<file path="config.mk">
export PLATFORM = sky130hd
export DESIGN_NAME = rcs_retry_ctrl
export DESIGN_NICKNAME = d
export VERILOG_FILES = /design/src/rtl/rcs_pkg.sv /design/src/rtl/rcs_cycle_gen.sv /design/src/rtl/rcs_recovery_fsm.sv /design/src/rtl/rcs_retry_counter.sv /design/src/rtl/rcs_retry_ctrl.sv
export SDC_FILE = /design/constraint.sdc
export NUM_CORES = 1
export LEC_CHECK = 0
export CAP_MARGIN = 20
export CORE_MARGIN = 2
export CORE_UTILIZATION = 52
export DETAILED_ROUTE_END_ITERATION = 8
export PLACE_DENSITY = 0.76
export SYNTH_ARGS = -nofsm -noshare
export SYNTH_HDL_FRONTEND = slang
export SYNTH_SLANG_ARGS = --single-unit
</file>
<file path="constraint.sdc">
create_clock -name clk_i -period 2.3 [get_ports clk_i]
set_clock_uncertainty 0.2 [all_clocks]
set_input_delay 0.23 -clock clk_i [delete_from_list [all_inputs] [get_ports clk_i]]
set_output_delay 0.23 -clock clk_i [all_outputs]
set_load 0.01 [all_outputs]
</file>
<file path="src/rtl/rcs_pkg.sv">
package rcs_pkg;

    // Recovery phases; the order of escalation is IDLE -> NOM -> STR -> FAIL
    typedef enum logic [1:0] {
        ST_IDLE      = 2'd0,
        ST_RETRY_NOM = 2'd1,
        ST_RETRY_STR = 2'd2,
        ST_FAIL      = 2'd3
    } rcs_state_e;

endpackage

</file>
<file path="src/rtl/rcs_cycle_gen.sv">
module rcs_cycle_gen #(
    parameter int BASE_TICKS  = 8,
    parameter int DELTA_TICKS = 2
) (
    input  logic clk_i,
    input  logic rst_ni,
    input  logic stretch_next_i,
    output logic cyc_en_o,
    output logic stretch_o
);

    localparam int LONG_TICKS = BASE_TICKS + DELTA_TICKS;
    localparam int CW         = $clog2(LONG_TICKS + 1);
    localparam logic [CW-1:0] LOAD_BASE = CW'(BASE_TICKS - 1);
    localparam logic [CW-1:0] LOAD_LONG = CW'(LONG_TICKS - 1);

    typedef struct packed {
        logic [CW-1:0] cnt;
        logic          stretch;
    } gen_reg_t;

    gen_reg_t r_d, r_q;

    always_comb begin
        r_d = r_q;
        if (r_q.cnt == '0) begin
            // boundary: the length of the coming cycle is fixed here
            r_d.stretch = stretch_next_i;
            r_d.cnt     = stretch_next_i ? LOAD_LONG : LOAD_BASE;
        end else begin
            r_d.cnt = r_q.cnt - 1'b1;
        end
    end

    always_ff @(posedge clk_i) begin
        if (!rst_ni) begin
            r_q.cnt     <= LOAD_BASE;
            r_q.stretch <= 1'b0;
        end else begin
            r_q <= r_d;
        end
    end

    assign cyc_en_o  = (r_q.cnt == '0);
    assign stretch_o = r_q.stretch;

    AST_SINGLE_STROBE: assert property (@(posedge clk_i) disable iff (!rst_ni)
        cyc_en_o |=> !cyc_en_o);

endmodule

</file>
<file path="src/rtl/rcs_recovery_fsm.sv">
module rcs_recovery_fsm
    import rcs_pkg::*;
#(
    parameter int STRETCH_HOLD = 4
) (
    input  logic       clk_i,
    input  logic       rst_ni,
    input  logic       boundary_i,
    input  logic       err_i,
    output rcs_state_e state_o,
    output logic       retry_inc_o,
    output logic       stretch_next_o
);

    localparam int HW = $clog2(STRETCH_HOLD + 2);
    localparam logic [HW-1:0] WIN_LOAD = HW'(STRETCH_HOLD);

    typedef struct packed {
        rcs_state_e    state;
        logic [HW-1:0] win;
    } fsm_reg_t;

    fsm_reg_t r_d, r_q;
    logic     inc_d;

    always_comb begin
        r_d   = r_q;
        inc_d = 1'b0;
        if (boundary_i) begin
            unique case (r_q.state)
                ST_IDLE: begin
                    if (err_i) begin
                        r_d.state = ST_RETRY_NOM;
                        r_d.win   = '0;
                        inc_d     = 1'b1;
                    end else if (r_q.win != '0) begin
                        r_d.win = r_q.win - 1'b1;
                    end
                end
                ST_RETRY_NOM: begin
                    if (err_i) begin
                        r_d.state = ST_RETRY_STR;
                        inc_d     = 1'b1;
                    end else begin
                        r_d.state = ST_IDLE;
                    end
                end
                ST_RETRY_STR: begin
                    if (err_i) begin
                        r_d.state = ST_FAIL;
                    end else begin
                        r_d.state = ST_IDLE;
                        r_d.win   = WIN_LOAD;
                    end
                end
                default: r_d.state = ST_FAIL;
            endcase
        end
    end

    always_ff @(posedge clk_i) begin
        if (!rst_ni) begin
            r_q.state <= ST_IDLE;
            r_q.win   <= '0;
        end else begin
            r_q <= r_d;
        end
    end

    assign state_o        = r_q.state;
    assign retry_inc_o    = inc_d;
    assign stretch_next_o = (r_d.state == ST_RETRY_STR) || (r_d.state == ST_FAIL) ||
                            ((r_d.state == ST_IDLE) && (r_d.win != '0));

    AST_ESCALATE_TO_STRETCH: assert property (@(posedge clk_i) disable iff (!rst_ni)
        (boundary_i && err_i && r_q.state == ST_RETRY_NOM) |=> (r_q.state == ST_RETRY_STR));
    AST_FAIL_STICKY: assert property (@(posedge clk_i) disable iff (!rst_ni)
        (r_q.state == ST_FAIL) |=> (r_q.state == ST_FAIL));
    AST_QUIET_BETWEEN_STROBES: assert property (@(posedge clk_i) disable iff (!rst_ni)
        !boundary_i |=> $stable(r_q));

endmodule

</file>
<file path="src/rtl/rcs_retry_counter.sv">
module rcs_retry_counter #(
    parameter int CNT_W = 4
) (
    input  logic             clk_i,
    input  logic             rst_ni,
    input  logic             inc_i,
    output logic [CNT_W-1:0] cnt_o
);

    localparam logic [CNT_W-1:0] CNT_MAX = {CNT_W{1'b1}};

    logic [CNT_W-1:0] cnt_d, cnt_q;

    always_comb begin
        cnt_d = cnt_q;
        if (inc_i && cnt_q != CNT_MAX) begin
            cnt_d = cnt_q + 1'b1;
        end
    end

    always_ff @(posedge clk_i) begin
        if (!rst_ni) begin
            cnt_q <= '0;
        end else begin
            cnt_q <= cnt_d;
        end
    end

    assign cnt_o = cnt_q;

    AST_NO_WRAP: assert property (@(posedge clk_i) disable iff (!rst_ni)
        (cnt_q == CNT_MAX) |=> (cnt_q == CNT_MAX));
    AST_STEP_ONE: assert property (@(posedge clk_i) disable iff (!rst_ni)
        (inc_i && cnt_q != CNT_MAX) |=> (cnt_q == $past(cnt_q) + 1'b1));

endmodule

</file>
<file path="src/rtl/rcs_retry_ctrl.sv">
module rcs_retry_ctrl
    import rcs_pkg::*;
#(
    parameter int BASE_TICKS   = 8,
    parameter int DELTA_TICKS  = 2,
    parameter int STRETCH_HOLD = 4,
    parameter int CNT_W        = 4
) (
    input  logic             clk_i,
    input  logic             rst_ni,
    input  logic             err_i,
    output logic             cyc_en_o,
    output logic             stretch_o,
    output logic             hold_o,
    output logic             fail_o,
    output logic [CNT_W-1:0] retry_cnt_o
);

    rcs_state_e state;
    logic       boundary;
    logic       retry_inc;
    logic       stretch_next;

    rcs_cycle_gen #(
        .BASE_TICKS (BASE_TICKS),
        .DELTA_TICKS(DELTA_TICKS)
    ) u_gen (
        .clk_i         (clk_i),
        .rst_ni        (rst_ni),
        .stretch_next_i(stretch_next),
        .cyc_en_o      (boundary),
        .stretch_o     (stretch_o)
    );

    rcs_recovery_fsm #(
        .STRETCH_HOLD(STRETCH_HOLD)
    ) u_fsm (
        .clk_i         (clk_i),
        .rst_ni        (rst_ni),
        .boundary_i    (boundary),
        .err_i         (err_i),
        .state_o       (state),
        .retry_inc_o   (retry_inc),
        .stretch_next_o(stretch_next)
    );

    rcs_retry_counter #(
        .CNT_W(CNT_W)
    ) u_cnt (
        .clk_i (clk_i),
        .rst_ni(rst_ni),
        .inc_i (retry_inc),
        .cnt_o (retry_cnt_o)
    );

    assign cyc_en_o = boundary;
    assign hold_o   = (state != ST_IDLE);
    assign fail_o   = (state == ST_FAIL);

    AST_HOLD_AT_BOUNDARY: assert property (@(posedge clk_i) disable iff (!rst_ni)
        !cyc_en_o |=> $stable(hold_o));
    AST_STRETCH_AT_BOUNDARY: assert property (@(posedge clk_i) disable iff (!rst_ni)
        !cyc_en_o |=> $stable(stretch_o));
    AST_COUNT_AT_BOUNDARY: assert property (@(posedge clk_i) disable iff (!rst_ni)
        !cyc_en_o |=> $stable(retry_cnt_o));
    AST_FAIL_KEEPS_HOLD: assert property (@(posedge clk_i) disable iff (!rst_ni)
        fail_o |-> (hold_o && stretch_o));

endmodule

</file>
# Word level (Yosys, flattened, before mapping)
# Index checks and enable logic that the tools add are counted.
[totals] inputBits=3 register_bits=14 elab_cells=39 out_inout_bits=8
[classes] reduce_logical=11 addsub=3 eq_ne=6 muxes=14
[ops] operator="$mux W3" n=3
[ops] operator="$eq A2 B2 Y1 const B" n=4
[ops] operator="$mux W4" n=2
[ops] operator="$mux W2" n=3
[ops] operator="$pmux W2 S3" n=1
[ops] operator="$pmux W3 S2" n=1
[ops] operator="$reduce_bool A3 Y1" n=2
[ops] operator="$mux W5" n=1
[ops] operator="$add A4 B1 Y4 const B" n=1
[ops] operator="$logic_not A2 Y1" n=2
[ops] operator="$logic_not A4 Y1" n=1
[ops] operator="$ne A4 B4 Y1 const B" n=1
[ops] operator="$sub A4 B1 Y4 const B" n=1
[ops] operator="$mux W1" n=3
[ops] operator="$sub A3 B1 Y3 const B" n=1
[ops] operator="$eq A2 B1 Y1 const B" n=1
[ops] operator="$logic_and A1 B1 Y1" n=2
[ops] operator="$logic_or A1 B1 Y1" n=2
[ops] operator="$reduce_bool A2 Y1" n=1
[ops] operator="$reduce_or A2 Y1" n=1

# Depth between registers and ports, before layout
[depth] ltp_word=10 mapped_depth=9 mapped_depth_nobuf=8

# Hierarchy
# Synthesis repeated with hierarchy kept, for this count alone.
[hier_totals] cells_unflattened=102 area_unflattened_um2=882.1
[by_module_without_submodules] module="rcs_recovery_fsm" area_each_um2=429.2 cells_per_inst=54 seq_area_each_um2=100.1 n_inst=1
[by_module_without_submodules] module="rcs_cycle_gen" area_each_um2=242.7 cells_per_inst=24 seq_area_each_um2=100.1 n_inst=1
[by_module_without_submodules] module="rcs_retry_counter" area_each_um2=196.4 cells_per_inst=22 seq_area_each_um2=80.1 n_inst=1
[by_module_without_submodules] module="rcs_retry_ctrl" area_each_um2=13.8 cells_per_inst=2 seq_area_each_um2=0.0 n_inst=1

# Least setup slack after synthesis
# Ideal clock, no wire load.
[synth_path] kind="reg-to-reg" startpoint="register u_gen.r_q[1] (netlist bit)" endpoint="register u_cnt.cnt_q[3] (netlist: u_cnt.cnt_o[3])" required_time_ps=1985 path_slack_ps=195 path_stages_with_launch=9 period_less_slack_ps=2105 path_buffers=1 arrival_ps=1790 setup_time_ps=115 cell_sequence="dfxtp_1 inv_1 ha_1 or3b_1 buf_6 a311oi_4 nand4_1 xnor2_1 and2_1"
[synth_between] elab_chain_cells=3
[synth_lines] element="start: declaration" line="rcs_cycle_gen.sv:22" rtl="gen_reg_t r_d, r_q;"
[synth_lines] element="start signal: assignment" line="rcs_cycle_gen.sv:40" rtl="r_q <= r_d;"
[synth_lines] element="$logic_not A4 Y1" line="rcs_cycle_gen.sv:44" rtl="assign cyc_en_o = (r_q.cnt == '0);"
[synth_lines] element="$mux W1" line="rcs_recovery_fsm.sv:29" rtl="if (boundary_i) begin"
[synth_lines] element="$logic_and A1 B1 Y1" line="rcs_retry_counter.sv:16" rtl="if (inc_i && cnt_q != CNT_MAX) begin"
[synth_lines] element="end signal: assignment" line="rcs_retry_counter.sv:25" rtl="cnt_q <= cnt_d;"
[synth_lines] element="end: declaration" line="rcs_retry_counter.sv:12" rtl="logic [CNT_W-1:0] cnt_d, cnt_q;"
# No other way between the ends.
# A chain may end at the register's enable or synchronous reset.

# Final worst setup path
# Ends and elaborated chain as after synthesis.

==> results.json <==
{
  "switching_share": 0.219,
  "setup_violations": 0,
  "vias": 696,
  "numCtsBuffers": 3,
  "drtIter0Drc": 12,
  "io_buffers": 10,
  "grt_max_degree": 16,
  "cts_buffer_depth": 2,
  "dp_slack_ps": 48.2,
  "period_needed_ps": 2180,
  "start_util": 0.558,
  "holdCritPathClass": "register to register",
  "syn_inst": 94,
  "yosysSeqAreaShare": 0.333,
  "slew_viol_final": 0,
  "power_density_mw_per_mm2": 457,
  "place_congestion": 0.741,
  "cap_violations": 0,
  "multi_input_area_um2": 503,
  "fin_crit_sh": 0.947,
  "crit_type": "register to register",
  "most-common-layout-cells": "14 x dfxtp_1, 9 x clkdlybuf4s50_1, 6 x nand2_1, 6 x buf_4",
  "nNetsFinal": 117,
  "drive_gt1_frac": 0.165,
  "fin_cells": 125,
  "status": "finished, final reports clean",
  "drtPass1Iterations": 4,
  "endpoint_kind": "register",
  "ir_drop_uv": 451,
  "ys_seq_elements": 14,
  "timing.slew.headroom": 0.705,
  "worst_ep_arrival_time_ps": 2150,
  "cts_tree": "done",
  "core_mm2": 0.00151,
  "viasPerCell": 5.57,
  "dieArea_mm2": 0.00195,
  "area_growth_pct": 20.4,
  "p_comb_frac": 0.076,
  "internal-power_mw": 0.361,
  "synth_area_leader_cell": "dfxtp_1",
  "postRouteAntennaNets": 0,
  "synth.distinct_cells": 41,
  "mostFrequentLayoutCell": "dfxtp_1",
  "die_h_um": 44.2,
  "clock-sinks": 14,
  "path_max_fanout": 7,
  "grt_pass1_wl_mm": 2.97,
  "n_antenna_cell": 0,
  "grt_pass1_vias": 665,
  "cp-start-kind": "register",
  "cts-root-buf": "clkbuf_4",
  "drc": 0,
  "mappedNetlistArea_um2": 841,
  "dpl.hpwl_mm": 1.20,
  "timing.setup.tns_ps": 0,
  "hold_buffers": 0,
  "tightestPinTransition_ps": 441,
  "p_clk_frac": 0.382,
  "h-tree-depth": 1,
  "cp.required_ps": 2280,
  "seqPwrFrac": 0.542,
  "fmaxAchievable_ghz": 0.459,
  "grt_overflow": 0,
  "ios": 11,
  "dpl.cell_count": 120,
  "yosys-top-cells-area": "dfxtp_1 33%, ha_1 6.0%, and2_1 3.7%, nor2b_1 3.7%, a311oi_4 3.1%",
  "synth_top_area_share": 0.333,
  "die_w_um": 44.2,
  "insertion_delay_ps": 280,
  "finalHoldViolCount": 0,
  "num_rows": 14,
  "rsz0062_at_grt": "false",
  "wl_mm": 1.68,
  "wl_per_cell_um": 13.4,
  "syn_avg_cell_area_um2": 8.94,
  "async_flop_share": 0,
  "synth-main-ff-cell": "dfxtp_1",
  "power_mw": 0.463,
  "leakage_nw": 0.435,
  "antenna_found_initial": 0,
  "ff_latch_area_um2": 280,
  "ys_warn_count": 0,
  "post-route-util": 0.672,
  "track_usage": 0.209,
  "p_switching_mw": 0.101,
  "path_clk_slew_ps": 90,
  "syn-num-nets": 101,
  "setup_ws_ps": 122,
  "synth_edf_count": 0,
  "nFillCells": 133
}
-- synth_stat cells (all sizes together), types with 2 or more instances --
| cell | n |
|---|---|
| a21o | 3 |
| a21oi | 5 |
| and2 | 5 |
| buf | 3 |
| clkbuf | 2 |
| dfxtp | 14 |
| ha | 4 |
| inv | 6 |
| mux2i | 2 |
| nand2 | 6 |
| nor2 | 3 |
| nor2b | 5 |
| nor3 | 3 |
| o211ai | 2 |
| o21ai | 7 |
| o31ai | 2 |
| or2b | 2 |
| xnor2 | 3 |
-- flip-flops by register name, summed over array words and instances, names as in the netlist --
signal	flops
u_gen.r_q	4
u_fsm.state_o	2
u_fsm.r_q	3
u_gen.stretch_o	1
u_cnt.cnt_o	4
-- cell type report --
| class | instances | share of cell area |
|---|---|---|
| flip-flops and latches | 14 | 0.277 |
| well taps | 16 | 0.0198 |
| multi-input cells | 69 | 0.497 |
| clock buffers | 4 | 0.0358 |
| repair buffers | 16 | 0.146 |
| inverters | 6 | 0.0247 |
-- worst max-delay path, stage by stage, from the launching register on --
cell	delay (ps)
dfxtp_1	320
inv_1	50
ha_2	200
or3b_4	410
buf_4	180
a311oi_4	240
nand4_1	160
xnor2_1	160
and2_1	150
-- kinds of logic after synthesis --
family | count (synthesis) | share of synthesized area
AND/OR/NAND/NOR | 32 | 0.220
AO/OA/AOI/OAI | 27 | 0.243
flip-flops | 14 | 0.333
buffers and inverters | 11 | 0.0789
XOR/XNOR | 4 | 0.0417
adder cells (fa/ha/maj) | 4 | 0.0595
multiplexers | 2 | 0.0238
-- metal layers --
metal / GRT usage / wire length, µm / up-vias
met1: 0.287 / 802 / 320
li1: - / - / 362
met4: 0.121 / 9 / 0
met5: 0 / 0 / -
met3: 0.0327 / 66 / 2
met2: 0.309 / 801 / 12
-- final timing paths --
check / slack (ps) / end / cells after the start / start
worst max-delay path: 120 / u_cnt.cnt_o[3] / 8 / u_gen.r_q[1]
worst min register to register: 210 / u_gen.r_q[1] / 1 / u_gen.r_q[1]
worst min-delay path: 210 / u_gen.r_q[1] / 1 / u_gen.r_q[1]
worst max register to register: 120 / u_cnt.cnt_o[3] / 8 / u_gen.r_q[1]
-- power groups by stage --
stage,Combinational [mW],Sequential (mW),Clock (mW)
global route,0.0397,0.252,0.190
CTS,0.0351,0.251,0.181
global placement,0.0335,0.256,0
floorplan,0.0236,0.256,0
detailed placement,0.0340,0.256,0
finish,0.0352,0.251,0.177
-- through the flow --
stage               instance area [µm²]  hold slack (ps)
floorplan                           841              158
global placement                    957              186
detailed placement                  957              191
CTS                                1010              212
global route                       1010              233
finish                             1010              208
-- timing repair --
action | 4_1_cts | 5_1_grt
gates resized for setup | 2 | 2
pin swaps | 0 | 3
setup buffers | 1 | 0
setup endpoints to repair | 1 | 6
Power figures use the tool's default switching activity.
